===== config.mk =====
export PLATFORM = sky130hd
export DESIGN_NAME = refsched_top
export DESIGN_NICKNAME = d
export VERILOG_FILES = /design/src/rtl/refsched_pkg.sv /design/src/rtl/refsched_timer.sv /design/src/rtl/refsched_pend.sv /design/src/rtl/refsched_window_mon.sv /design/src/rtl/refsched_cycle_fsm.sv /design/src/rtl/refsched_top.sv
export SDC_FILE = /design/constraint.sdc
export NUM_CORES = 1
export LEC_CHECK = 0
export BUFFER_PORTS_ARGS = -buffer_cell sky130_fd_sc_hd__buf_2
export CAP_MARGIN = 10
export CORE_ASPECT_RATIO = 1.1
export CORE_MARGIN = 3
export CORE_UTILIZATION = 35
export CTS_CLUSTER_DIAMETER = 100
export CTS_CLUSTER_SIZE = 16
export DETAILED_ROUTE_END_ITERATION = 6
export PLACE_DENSITY = 0.56
export SYNTH_ARGS = -nofsm -noshare
export SYNTH_HDL_FRONTEND = slang
export SYNTH_SLANG_ARGS = --single-unit
export TNS_END_PERCENT = 30

===== constraint.sdc =====
create_clock -name clk_i -period 2.46 [get_ports clk_i]
set_input_delay 0.123 -clock clk_i [delete_from_list [all_inputs] [get_ports clk_i]]
set_output_delay 0.123 -clock clk_i [all_outputs]
set_load 0.01 [all_outputs]

===== src/rtl/refsched_pkg.sv =====
package refsched_pkg;

    typedef enum logic [1:0] {
        PH_IDLE   = 2'd0,
        PH_STROBE = 2'd1,
        PH_WAIT   = 2'd2
    } phase_e;

    // Cycles in a window of win_us microseconds at clk_hz.
    function automatic longint unsigned window_cycles(longint unsigned clk_hz,
                                                      longint unsigned win_us);
        return (clk_hz * win_us) / 64'd1_000_000;
    endfunction

endpackage


===== src/rtl/refsched_timer.sv =====
module refsched_timer #(
    parameter int unsigned INTERVAL = 781
) (
    input  logic clk_i,
    input  logic rst_ni,
    input  logic en_i,
    output logic tick_o
);
    localparam int unsigned CNT_W = (INTERVAL > 2) ? $clog2(INTERVAL) : 1;
    localparam logic [CNT_W-1:0] LAST = CNT_W'(INTERVAL - 1);

    typedef struct packed {
        logic [CNT_W-1:0] cnt;
    } tmr_t;

    tmr_t s_d, s_q;

    always_comb begin
        s_d    = s_q;
        tick_o = 1'b0;
        if (en_i) begin
            if (s_q.cnt == LAST) begin
                s_d.cnt = '0;
                tick_o  = 1'b1;
            end else begin
                s_d.cnt = s_q.cnt + 1'b1;
            end
        end
    end

    always_ff @(posedge clk_i or negedge rst_ni) begin
        if (!rst_ni) s_q <= '0;
        else         s_q <= s_d;
    end

    AST_TICK_SPACED: assert property (@(posedge clk_i) disable iff (!rst_ni)
        tick_o |=> !tick_o);

    AST_TICK_NEEDS_EN: assert property (@(posedge clk_i) disable iff (!rst_ni)
        tick_o |-> en_i);

endmodule


===== src/rtl/refsched_pend.sv =====
module refsched_pend #(
    parameter int unsigned PEND_W = 2
) (
    input  logic clk_i,
    input  logic rst_ni,
    input  logic inc_i,
    input  logic dec_i,
    output logic nonzero_o,
    output logic ovf_o
);
    localparam logic [PEND_W-1:0] MAXV = {PEND_W{1'b1}};

    typedef struct packed {
        logic [PEND_W-1:0] cnt;
        logic              ovf;
    } pend_t;

    pend_t s_d, s_q;

    always_comb begin
        s_d = s_q;
        unique case ({inc_i, dec_i})
            2'b10: begin
                if (s_q.cnt == MAXV) s_d.ovf = 1'b1;
                else                 s_d.cnt = s_q.cnt + 1'b1;
            end
            2'b01: begin
                if (s_q.cnt != '0) s_d.cnt = s_q.cnt - 1'b1;
            end
            default: ;
        endcase
    end

    always_ff @(posedge clk_i or negedge rst_ni) begin
        if (!rst_ni) s_q <= '0;
        else         s_q <= s_d;
    end

    assign nonzero_o = (s_q.cnt != '0);
    assign ovf_o     = s_q.ovf;

    AST_OVF_STICKY: assert property (@(posedge clk_i) disable iff (!rst_ni)
        s_q.ovf |=> s_q.ovf);

    AST_PEND_NO_WRAP: assert property (@(posedge clk_i) disable iff (!rst_ni)
        (s_q.cnt == MAXV && !dec_i) |=> (s_q.cnt == MAXV));

    AST_PEND_BALANCED: assert property (@(posedge clk_i) disable iff (!rst_ni)
        (inc_i && dec_i) |=> $stable(s_q.cnt));

endmodule


===== src/rtl/refsched_window_mon.sv =====
module refsched_window_mon #(
    parameter int unsigned WIN_CYC = 100000
) (
    input  logic clk_i,
    input  logic rst_ni,
    input  logic en_i,
    input  logic wrap_i,
    output logic err_o
);
    localparam int unsigned AGE_W = $clog2(WIN_CYC + 1);
    localparam logic [AGE_W-1:0] AGE_LIM = AGE_W'(WIN_CYC - 1);

    typedef struct packed {
        logic [AGE_W-1:0] age;
        logic             err;
    } mon_t;

    mon_t s_d, s_q;

    always_comb begin
        s_d = s_q;
        if (wrap_i) begin
            s_d.age = '0;
        end else if (en_i && !s_q.err) begin
            if (s_q.age == AGE_LIM) s_d.err = 1'b1;
            else                    s_d.age = s_q.age + 1'b1;
        end
    end

    always_ff @(posedge clk_i or negedge rst_ni) begin
        if (!rst_ni) s_q <= '0;
        else         s_q <= s_d;
    end

    assign err_o = s_q.err;

    AST_RET_STICKY: assert property (@(posedge clk_i) disable iff (!rst_ni)
        s_q.err |=> s_q.err);

    AST_RET_NOT_ON_WRAP: assert property (@(posedge clk_i) disable iff (!rst_ni)
        (wrap_i && !s_q.err) |=> !s_q.err);

endmodule


===== src/rtl/refsched_cycle_fsm.sv =====
module refsched_cycle_fsm
    import refsched_pkg::*;
#(
    parameter int unsigned ROW_W     = 7,
    parameter int unsigned INIT_CYC  = 8,
    parameter int unsigned PULSE_CYC = 3
) (
    input  logic             clk_i,
    input  logic             rst_ni,
    input  logic             owed_i,
    input  logic             gnt_i,
    input  logic             done_i,
    output logic             req_o,
    output logic [ROW_W-1:0] row_addr_o,
    output logic             row_strobe_n_o,
    output logic             ready_o,
    output logic             cmpl_periodic_o,
    output logic             wrap_o
);
    localparam int unsigned PW = (PULSE_CYC > 1) ? $clog2(PULSE_CYC) : 1;
    localparam int unsigned IW = $clog2(INIT_CYC + 1);
    localparam logic [PW-1:0]    PULSE_LAST = PW'(PULSE_CYC - 1);
    localparam logic [IW-1:0]    INIT_LAST  = IW'(INIT_CYC - 1);
    localparam logic [ROW_W-1:0] ROW_TOP    = {ROW_W{1'b1}};

    typedef struct packed {
        phase_e           ph;
        logic [PW-1:0]    pcnt;
        logic [ROW_W-1:0] row;
        logic [IW-1:0]    icnt;
        logic             ready;
    } fsm_t;

    fsm_t s_d, s_q;
    logic finishing;

    assign req_o     = (s_q.ph == PH_IDLE) && (s_q.ready ? owed_i : 1'b1);
    assign finishing = (s_q.ph == PH_WAIT) && done_i;

    always_comb begin
        s_d = s_q;
        unique case (s_q.ph)
            PH_IDLE: begin
                if (req_o && gnt_i) begin
                    s_d.ph   = PH_STROBE;
                    s_d.pcnt = PULSE_LAST;
                end
            end
            PH_STROBE: begin
                if (s_q.pcnt == '0) s_d.ph = PH_WAIT;
                else                s_d.pcnt = s_q.pcnt - 1'b1;
            end
            PH_WAIT: begin
                if (done_i) begin
                    s_d.ph  = PH_IDLE;
                    s_d.row = s_q.row + 1'b1;
                    if (!s_q.ready) begin
                        s_d.icnt = s_q.icnt + 1'b1;
                        if (s_q.icnt == INIT_LAST) s_d.ready = 1'b1;
                    end
                end
            end
            default: s_d.ph = PH_IDLE;
        endcase
    end

    always_ff @(posedge clk_i or negedge rst_ni) begin
        if (!rst_ni) begin
            s_q    <= '0;
            s_q.ph <= PH_IDLE;
        end else begin
            s_q <= s_d;
        end
    end

    assign row_addr_o      = s_q.row;
    assign row_strobe_n_o  = (s_q.ph != PH_STROBE);
    assign ready_o         = s_q.ready;
    assign cmpl_periodic_o = finishing && s_q.ready;
    assign wrap_o          = finishing && (s_q.row == ROW_TOP);

    AST_READY_HOLD: assert property (@(posedge clk_i) disable iff (!rst_ni)
        s_q.ready |=> s_q.ready);

    AST_READY_RISE: assert property (@(posedge clk_i) disable iff (!rst_ni)
        $rose(s_q.ready) |-> $past(done_i));

    AST_STROBE_AFTER_GNT: assert property (@(posedge clk_i) disable iff (!rst_ni)
        $fell(row_strobe_n_o) |-> $past(req_o && gnt_i));

    AST_ROW_ADVANCE: assert property (@(posedge clk_i) disable iff (!rst_ni)
        (s_q.row != $past(s_q.row)) |-> $past(s_q.ph == PH_WAIT && done_i));

    AST_ADDR_STABLE_IN_STROBE: assert property (@(posedge clk_i) disable iff (!rst_ni)
        (!row_strobe_n_o && $past(!row_strobe_n_o)) |-> $stable(row_addr_o));

endmodule


===== src/rtl/refsched_top.sv =====
module refsched_top
    import refsched_pkg::*;
#(
    parameter int unsigned CLK_HZ    = 50_000_000,
    parameter int unsigned WINDOW_US = 2000,
    parameter int unsigned ROW_W     = 7,
    parameter int unsigned INIT_CYC  = 8,
    parameter int unsigned PULSE_CYC = 3,
    parameter int unsigned PEND_W    = 2
) (
    input  logic             clk_i,
    input  logic             rst_ni,
    output logic             req_o,
    input  logic             gnt_i,
    input  logic             done_i,
    output logic [ROW_W-1:0] row_addr_o,
    output logic             row_strobe_n_o,
    output logic             col_strobe_n_o,
    output logic             ready_o,
    output logic             overrun_err_o,
    output logic             retention_err_o
);
    localparam int unsigned ROWS     = 1 << ROW_W;
    localparam int unsigned WIN_CYC  = 32'(window_cycles(64'(CLK_HZ), 64'(WINDOW_US)));
    localparam int unsigned INTERVAL = WIN_CYC / ROWS;

    logic tick, owed, cmpl, wrap;

    refsched_timer #(.INTERVAL(INTERVAL)) u_timer (
        .clk_i  (clk_i),
        .rst_ni (rst_ni),
        .en_i   (ready_o),
        .tick_o (tick)
    );

    refsched_pend #(.PEND_W(PEND_W)) u_pend (
        .clk_i     (clk_i),
        .rst_ni    (rst_ni),
        .inc_i     (tick),
        .dec_i     (cmpl),
        .nonzero_o (owed),
        .ovf_o     (overrun_err_o)
    );

    refsched_cycle_fsm #(
        .ROW_W     (ROW_W),
        .INIT_CYC  (INIT_CYC),
        .PULSE_CYC (PULSE_CYC)
    ) u_fsm (
        .clk_i           (clk_i),
        .rst_ni          (rst_ni),
        .owed_i          (owed),
        .gnt_i           (gnt_i),
        .done_i          (done_i),
        .req_o           (req_o),
        .row_addr_o      (row_addr_o),
        .row_strobe_n_o  (row_strobe_n_o),
        .ready_o         (ready_o),
        .cmpl_periodic_o (cmpl),
        .wrap_o          (wrap)
    );

    refsched_window_mon #(.WIN_CYC(WIN_CYC)) u_win (
        .clk_i  (clk_i),
        .rst_ni (rst_ni),
        .en_i   (ready_o),
        .wrap_i (wrap),
        .err_o  (retention_err_o)
    );

    assign col_strobe_n_o = 1'b1;

    AST_NO_REQ_WHEN_QUIET: assert property (@(posedge clk_i) disable iff (!rst_ni)
        (ready_o && !owed) |-> !req_o);

    AST_TICK_RAISES_REQ: assert property (@(posedge clk_i) disable iff (!rst_ni)
        (tick && row_strobe_n_o && req_o == 1'b0 && !cmpl && ready_o) |=> (owed));

endmodule


==> results of run 1 <==
-- kinds of logic after synthesis --
family	count (synthesis)
multiplexers	4
XOR/XNOR	24
other	1
buffers and inverters	29
AND/OR/NAND/NOR	100
AO/OA/AOI/OAI	32
adder cells (fa/ha/maj)	8
flip-flops	47
-- state kept, by name, indices dropped and copies added (netlist names) --
signal / flops
u_win.s_q: 17
u_timer.s_q: 10
u_fsm.s_q: 8
u_fsm.row_addr_o: 7
u_pend.s_q: 2
u_fsm.ready_o: 1
u_pend.ovf_o: 1
u_win.err_o: 1
-- Yosys cell counts (all sizes together) (2+ instances only) --
master,count
nor3,5
nand2,17
ha,8
nand2b,4
and3b,2
dfrtp,47
a211oi,2
xnor2,11
nand3,9
or4,2
and3,7
mux2,3
inv,12
nor4,2
and4b,2
clkbuf,3
xor2,13
nor2b,3
nand4,10
o31ai,3
nor2,20
or3,6
a21oi,11
o21ai,7
o22ai,2
a31o,2
buf,14
a41o,2
nand3b,2
and4,4
nor4bb,2
-- layout make-up --
type	instances	area, sq um
inverter	12	45.0
tap	82	103
fill	674	4020
multi-input combinational	169	1120
timing repair buffer	19	108
sequential	47	1180
clock buffer	8	100
-- routing by layer --
metal	vias to the layer above	wire, microns	global-route usage, %
met5	-	0	0
met4	0	66	4.88
met3	7	142	2.73
met2	22	2030	20.3
met1	830	2150	16.2
li1	867	-	-
-- power groups by stage --
stage,Clock [mW],Sequential [mW],Combinational [mW]
6_report,0.513,1.20,0.788
5_1_grt,0.566,1.24,0.926
4_1_cts,0.534,1.20,0.800
3_5_place_dp,0,1.22,0.795
3_3_place_gp,0,1.21,0.785
2_1_floorplan,0,1.16,0.672
-- per-stage QoR --
step	cells	hold WS [ps]	instance area (sq um)	util [%]	worst slack, ps
6_report	337	32.4	2650	39.7	590
5_1_grt	337	28.7	2650	39.7	457
4_1_cts	337	29.4	2650	39.7	586
3_5_place_dp	328	169	2540	38.0	612
3_3_place_gp	328	152	2540	38.0	636
2_1_floorplan	245	-173	2440	-	455
-- what timing repair did --
item	4_1_cts	5_1_grt
endpoints found under the hold margin	24	0
setup endpoints to repair	0	0
hold buffers	1	0
-- worst max path at each step --
stage	slack (ps)	end	depth (start not counted)
floorplan	450	u_pend.s_q[2]$_DFFE_PN0P_	11
global placement	640	u_pend.s_q[2]$_DFFE_PN0P_	10
detailed placement	610	u_pend.s_q[2]$_DFFE_PN0P_	10
CTS	590	u_pend.s_q[2]$_DFFE_PN0P_	10
global route	460	u_pend.s_q[2]$_DFFE_PN0P_	10
finish	590	u_pend.s_q[2]$_DFFE_PN0P_	10
==> summary.md, run 1 <==
| Metric | Value |
|---|---|
| Largest net degree at the start of global routing | 26 |
| Mux cell area share after synthesis | roughly 1.8% |
| Net Switching | between 0.9 and 1 mW |
| Yosys warnings | 0 |
| TNS Setup | 0 ps |
| Lkg Pwr | ~1.2 nW |
| Most frequent cells in the layout | dfrtp_1 (47), nor2_1 (20), nand2_1 (17), buf_2 (15), xor2_1 (13) |
| Least-Margin Pin Slew | 626 ps |
| WL final | 4390 microns |
| Top-Level Pins | 17 |
| Rows | 31 |
| Startpoint Class | register |
| CP max stage delay | 440 ps |
| Tmin final | around 1900 ps |
| Chip Height | 93.5 microns |
| Nets | 266 |
| Post-Syn Area per Cell | 9.95 sq um |
| CTS tree | built |
| Max Fclk | 535 MHz |
| HP Start | done_i |
| Gr usage total | 12.5% |
| Top post-synthesis cells by area | dfrtp_1 (48%), xor2_1 (4.7%), ha_1 (4.1%) |
| Clock skew | ~6.7 ps |
| Crit path max-delay cell type | dfrtp_1 |
| RSZ-0062 raised after global routing | false |
| Critical path, cell by cell | inv_1, ha_1, and4b_1, and3_1, inv_1, ha_1, nor2_1, nand3_1, o22ai_1, nor2_1 |
| Drt initial violations | 98 |
| Path depth of the worst reg2reg path | 10 |
| Final hold viol count | 0 |
| Max Cap Violations | 0 |
| Syn Inst Count | 245 |
| Sw frac | 36.6% |
| Status | complete, no violations |
| Peak fanout along the critical path | 5 |
| Residual DRC | 0 |
| Post-cts repair resize count | 0 |
| Syn_nets | 257 |
| Sequential Power Share | 48.0% |
| Synth Area in Simple Gates | 22.8% |
| HP Class | in -> reg |
| Count of buffers from port buffering | 15 |
| Critical path's top delay family | simple AND/OR/NAND/NOR gates |
| Die X-Extent | between 80 and 90 microns |
| Synth top area share | 48.2% |
| Die footprint | 0.00801 sq mm |
| CP Class | reg -> reg |
| Top cell type by total area after synthesis | dfrtp_1 |
| Wirelength per Cell | 13.0 microns |
| FF-to-FF Start | u_timer.s_q[0]$_DFFE_PN0P_ |
| CP arrival | 2060 ps |
| Post-synth EDFFs | 0 |
| FFs w/ async S/R, synth | 100% |
| Sequential fraction of the synthesis area | 48.2% |
| TritonCTS Buffers | 5 |
| Setup Viol. Count Final | 0 |
| WP buf/inv | 2 |
| Slew Viols, Final | 0 |
| Yosys cell types | 40 |
| Area grow syn2layout | 8.57% |
| Critical path required time | between 2000 and 3000 ps |
| Drt first pass iters | 4 |
| Min-Delay Path Depth | 2 |
| Initial core utilization | a little over a third |
| Global-route wire length before repair | 8050 microns |
| Xor-xnor portion of the synthesized cell area | 8.62% |
| Clock sink count | 47 |
| Routed Antenna Nets | 0 |
| Max-slew headroom | 58.3% |
| Fin crit share | 76.0% |
| Gpl congestion | roughly 0.76 |
| Worst setup path start | u_timer.s_q[0]$_DFFE_PN0P_ |
| Global route total overflow | 0 |
| #FFs+latches synth | 47 |
| Vias | 1726 |
| Hold Path Sink | u_fsm.s_q[15]$_DFFE_PN0P_ |
| Antenna violations before repair | 0 |
| CTS HTree Levels | 2 |
| FF-to-FF End | u_pend.s_q[2]$_DFFE_PN0P_ |
| Clock tree buffer depth | 2 |
| Post-Syn Area | 0.00244 sq mm |
| Largest family of logic cells by synthesized area | simple AND/OR/NAND/NOR gates |
| Power, Total | between 2 and 3 mW |
| Clock latency on the worst-skew pair | 300 ps |
| Layout cells sized above 1 | 11.8% |
| Clock share of power | between 20% and 30% |
| Clock root cell | clkbuf_8 |
| Most common cell after layout, fill and taps aside | dfrtp_1 |
| Area of the core | 0.00667 sq mm |
| Drt via density | 5.12 |
| Internal power | approximately 1.6 mW |
| Setup bufs post-CTS | 0 |
| Post-synthesis adder-cell area fraction | 4.10% |
| R2r setup slk | approximately 600 ps |
| Predominant post-synthesis flop cell | dfrtp_1 |
| Power per cell area | 945 mW/mm^2 |
| Comb pwr share | 31.5% |
| N_diodes | 0 |
| Worst vdd ir | slightly below 0.5 mV |
| Clock-pin slew on the worst setup and hold paths | 80 ps |
| CP Capture Type | register |
| Vias in the first global route | 1743 |
| Compound-Gate Fraction of Synth Area | 8.26% |
| Placed wire-length estimate | 3140 microns |
(Power assumes the default switching activity.)
==> inputs of run 2 (changes only) <==
- PLACE_DENSITY: 0.56 -> 0.58
- clock period: 2.46 -> 1.6 ns (I/O delays scaled with it)
==> run 2 against run 1 <==
The flow now finishes with violations (setup timing). Wire length increased by 9.2%. Setup slack got worse by 650 ps. Die area unchanged. Clock skew decreased by 1.5 ps. Maximum frequency increased by 13%. Flip-flop and latch count unchanged. Non-clock buffer count increased by 37. Global-route usage increased by 0.45 points.
==> summary.md, run 2 (synthesized netlist as in run 1, its figures left out) <==
| Metric | Value |
|---|---|
| Setup WS pre-CTS | -130 ps (-742 ps) |
| CP Capture Type | register |
| Most common cell after layout, fill and taps aside | dfrtp_1 |
| Routed Antenna Nets | 0 (unchanged) |
| Drt first pass iters | 4 (unchanged) |
| Drt via density | 5.08 (-0.81%) |
| RSZ-0062 raised after global routing | true |
| Clock sink count | 47 (unchanged) |
| Area of the core | 0.00667 sq mm (unchanged) |
| Clock-pin slew on the worst setup and hold paths | 80 ps (about the same) |
| WL final | 4800 microns (+9.2%) |
| Worst vdd ir | 0.665 mV (+38%) |
| Startpoint Class | register |
| Biggest regs | u_win.s_q (17), u_timer.s_q (10), u_fsm.s_q (8) |
| Vias | 1895 (+9.8%) |
| TNS Setup | -89.6 ps (-89.6 ps) |
| Clock latency on the worst-skew pair | 290 ps (about the same) |
| Slew Viols, Final | 0 (unchanged) |
| Count of buffers from port buffering | 15 (unchanged) |
| Drt initial violations | 77 (-21%) |
| Residual DRC | 0 (unchanged) |
| N_diodes | 0 (unchanged) |
| Antenna violations before repair | 0 (unchanged) |
| Final core occ | 45.8% (+6.1 points) |
| Most frequent cells in the layout | dfrtp_1 (47), buf_4 (37), nor2_1 (19), nand2_1 (17), buf_2 (15) |
| Rows | 31 (unchanged) |
| HP Class | in -> reg |
| Clock skew | 5.22 ps (-1.48 ps) |
| Power per cell area | 1410 mW/mm^2 (+49%) |
| Initial core utilization | 36.6% (unchanged) |
| Fin crit share | 104% (+28 points) |
| CTS tree | built |
| Top-Level Pins | 17 (unchanged) |
| TritonCTS Buffers | 5 (unchanged) |
| Register with the most flip-flops | u_win.s_q |
| CTS HTree Levels | 2 (unchanged) |
| Layout cells sized above 1 | 29.9% (+18 points) |
| Peak fanout along the critical path | 4 (-1) |
| Setup ws final | -57.7 ps (-647 ps) |
| Setup Viol. Count Final | 3 (+3) |
| Global route total overflow | 0 (unchanged) |
| Gr usage total | 13.0% (+0.45 points) |
| CP Class | reg -> reg |
| Clock tree buffer depth | 2 (unchanged) |
| Critical path, cell by cell | inv_1, ha_2, and4b_1, and3_4, inv_4, ha_4, nor2_4, nand3_2, o22ai_2, nor2_1 |
| Violated checks | setup timing |
| Global-route wire length before repair | 8450 microns (+5.0%) |
| Largest net degree at the start of global routing | 48 (+85%) |
| CP arrival | 1840 ps (-220 ps) |
| Vias in the first global route | 1902 (+9.1%) |
| Max Cap Violations | 0 (unchanged) |
| Post-route cell area | 0.00305 sq mm (+15%) |
| Clock root cell | clkbuf_8 |
| Tmin final | 1660 ps (-213 ps) |
| Nets | 303 (+14%) |
| Gpl congestion | 0.735 (-3.9%) |
| Chip Height | 93.5 microns (unchanged) |
| Die footprint | 0.00801 sq mm (unchanged) |
| Fillers | 649 (-3.7%) |
| Final hold viol count | 0 (unchanged) |
| Wirelength per Cell | 12.9 microns (-1.4%) |
| Area grow syn2layout | 25.2% |
| Max Fclk | 603 MHz (+13%) |
| Max FFs per register | 17 (unchanged) |
| Critical path required time | 1790 ps (-860 ps) |
| Die X-Extent | 85.6 microns (unchanged) |
| Placed wire-length estimate | 3380 microns (+7.7%) |
| CP max stage delay | 380 ps (-60 ps) |
| Status | complete, but fails checks |
| Crit path max-delay cell type | dfrtp_1 |
| Placed cell area | 0.00284 sq mm (+12%) |
| Lkg Pwr | 1.44 nW (+19%) |
## run 2: cell types whose count changed in the layout (fill, tap and decap cells not counted), moves of 4 or more
cell / before / now
buf_4: 3 / 37
a21oi_1: 11 / 7
a21oi_2: 0 / 4
ha_1: 8 / 4
## run 2: layout make-up
| type | instances | area [sq um] | share of cell area [%] |
|---|---|---|---|
| clock inverters | 1 | 5.00 | 0.164 |
| flip-flops and latches | 47 | 1180 | 38.5 |
| inverters | 12 | 47.5 | 1.56 |
| well taps | 82 | 103 | 3.36 |
| multi-input cells | 169 | 1230 | 40.2 |
| repair buffers | 56 | 413 | 13.5 |
| clock buffers | 6 | 82.6 | 2.70 |
## run 2: final timing paths
kind,startpoint,end,slack (ps),depth (start not counted)
worst max-delay path,u_timer.s_q[1]$_DFFE_PN0P_,u_pend.s_q[2]$_DFFE_PN0P_,-60,10
worst min-delay path,gnt_i,u_fsm.s_q[14]$_DFFE_PN0P_,30,3
worst max register to register,u_timer.s_q[1]$_DFFE_PN0P_,u_pend.s_q[2]$_DFFE_PN0P_,-60,10
worst min register to register,u_pend.ovf_o$_DFFE_PN0P_,u_pend.ovf_o$_DFFE_PN0P_,470,1
max in group asynchronous,rst_ni,u_timer.s_q[4]$_DFFE_PN0P_,1080,3
min in group asynchronous,rst_ni,u_win.s_q[1]$_DFFE_PN0P_,290,3
## run 2: repair_timing
item                       in CTS  in global routing
hold buffers                    2                  0
hold endpoints to repair       48                  0
gates resized for setup         9                 13
setup endpoints to repair       9                 11
setup buffers                   0                  2
pin swaps                       4                  6
## run 2: critical path, delay by kind of cell, from the launching register on
family / cells / cell delay (ps)
AO/OA/AOI/OAI: 1 / 90
adder cells (fa/ha/maj): 2 / 370
buffers and inverters: 2 / 100
flip-flops: 1 / 380
AND/OR/NAND/NOR: 5 / 610
## run 2: power by group
group          internal, mW  switching, mW
Sequential             1.50          0.287
Combinational         0.920          0.864
Clock                 0.340          0.383
## run 2: metrics by stage
stage,hold WS (ps),cells,power (mW)
finish,27.4,373,4.29
global route,42.6,373,4.66
CTS,15.5,371,4.24
detailed placement,90.7,362,3.45
global placement,93.5,362,3.42
floorplan,-216,245,2.81
## run 2: layer usage
layer | track usage, % | share of wire (%) | vias to the layer above
li1 | - | - | 939
met1 | 17.4 | 48 | 923
met2 | 21.2 | 49 | 26
met3 | 2.73 | 2.4 | 7
met4 | 3.56 | 1.1 | 0
met5 | 0 | 0 | -
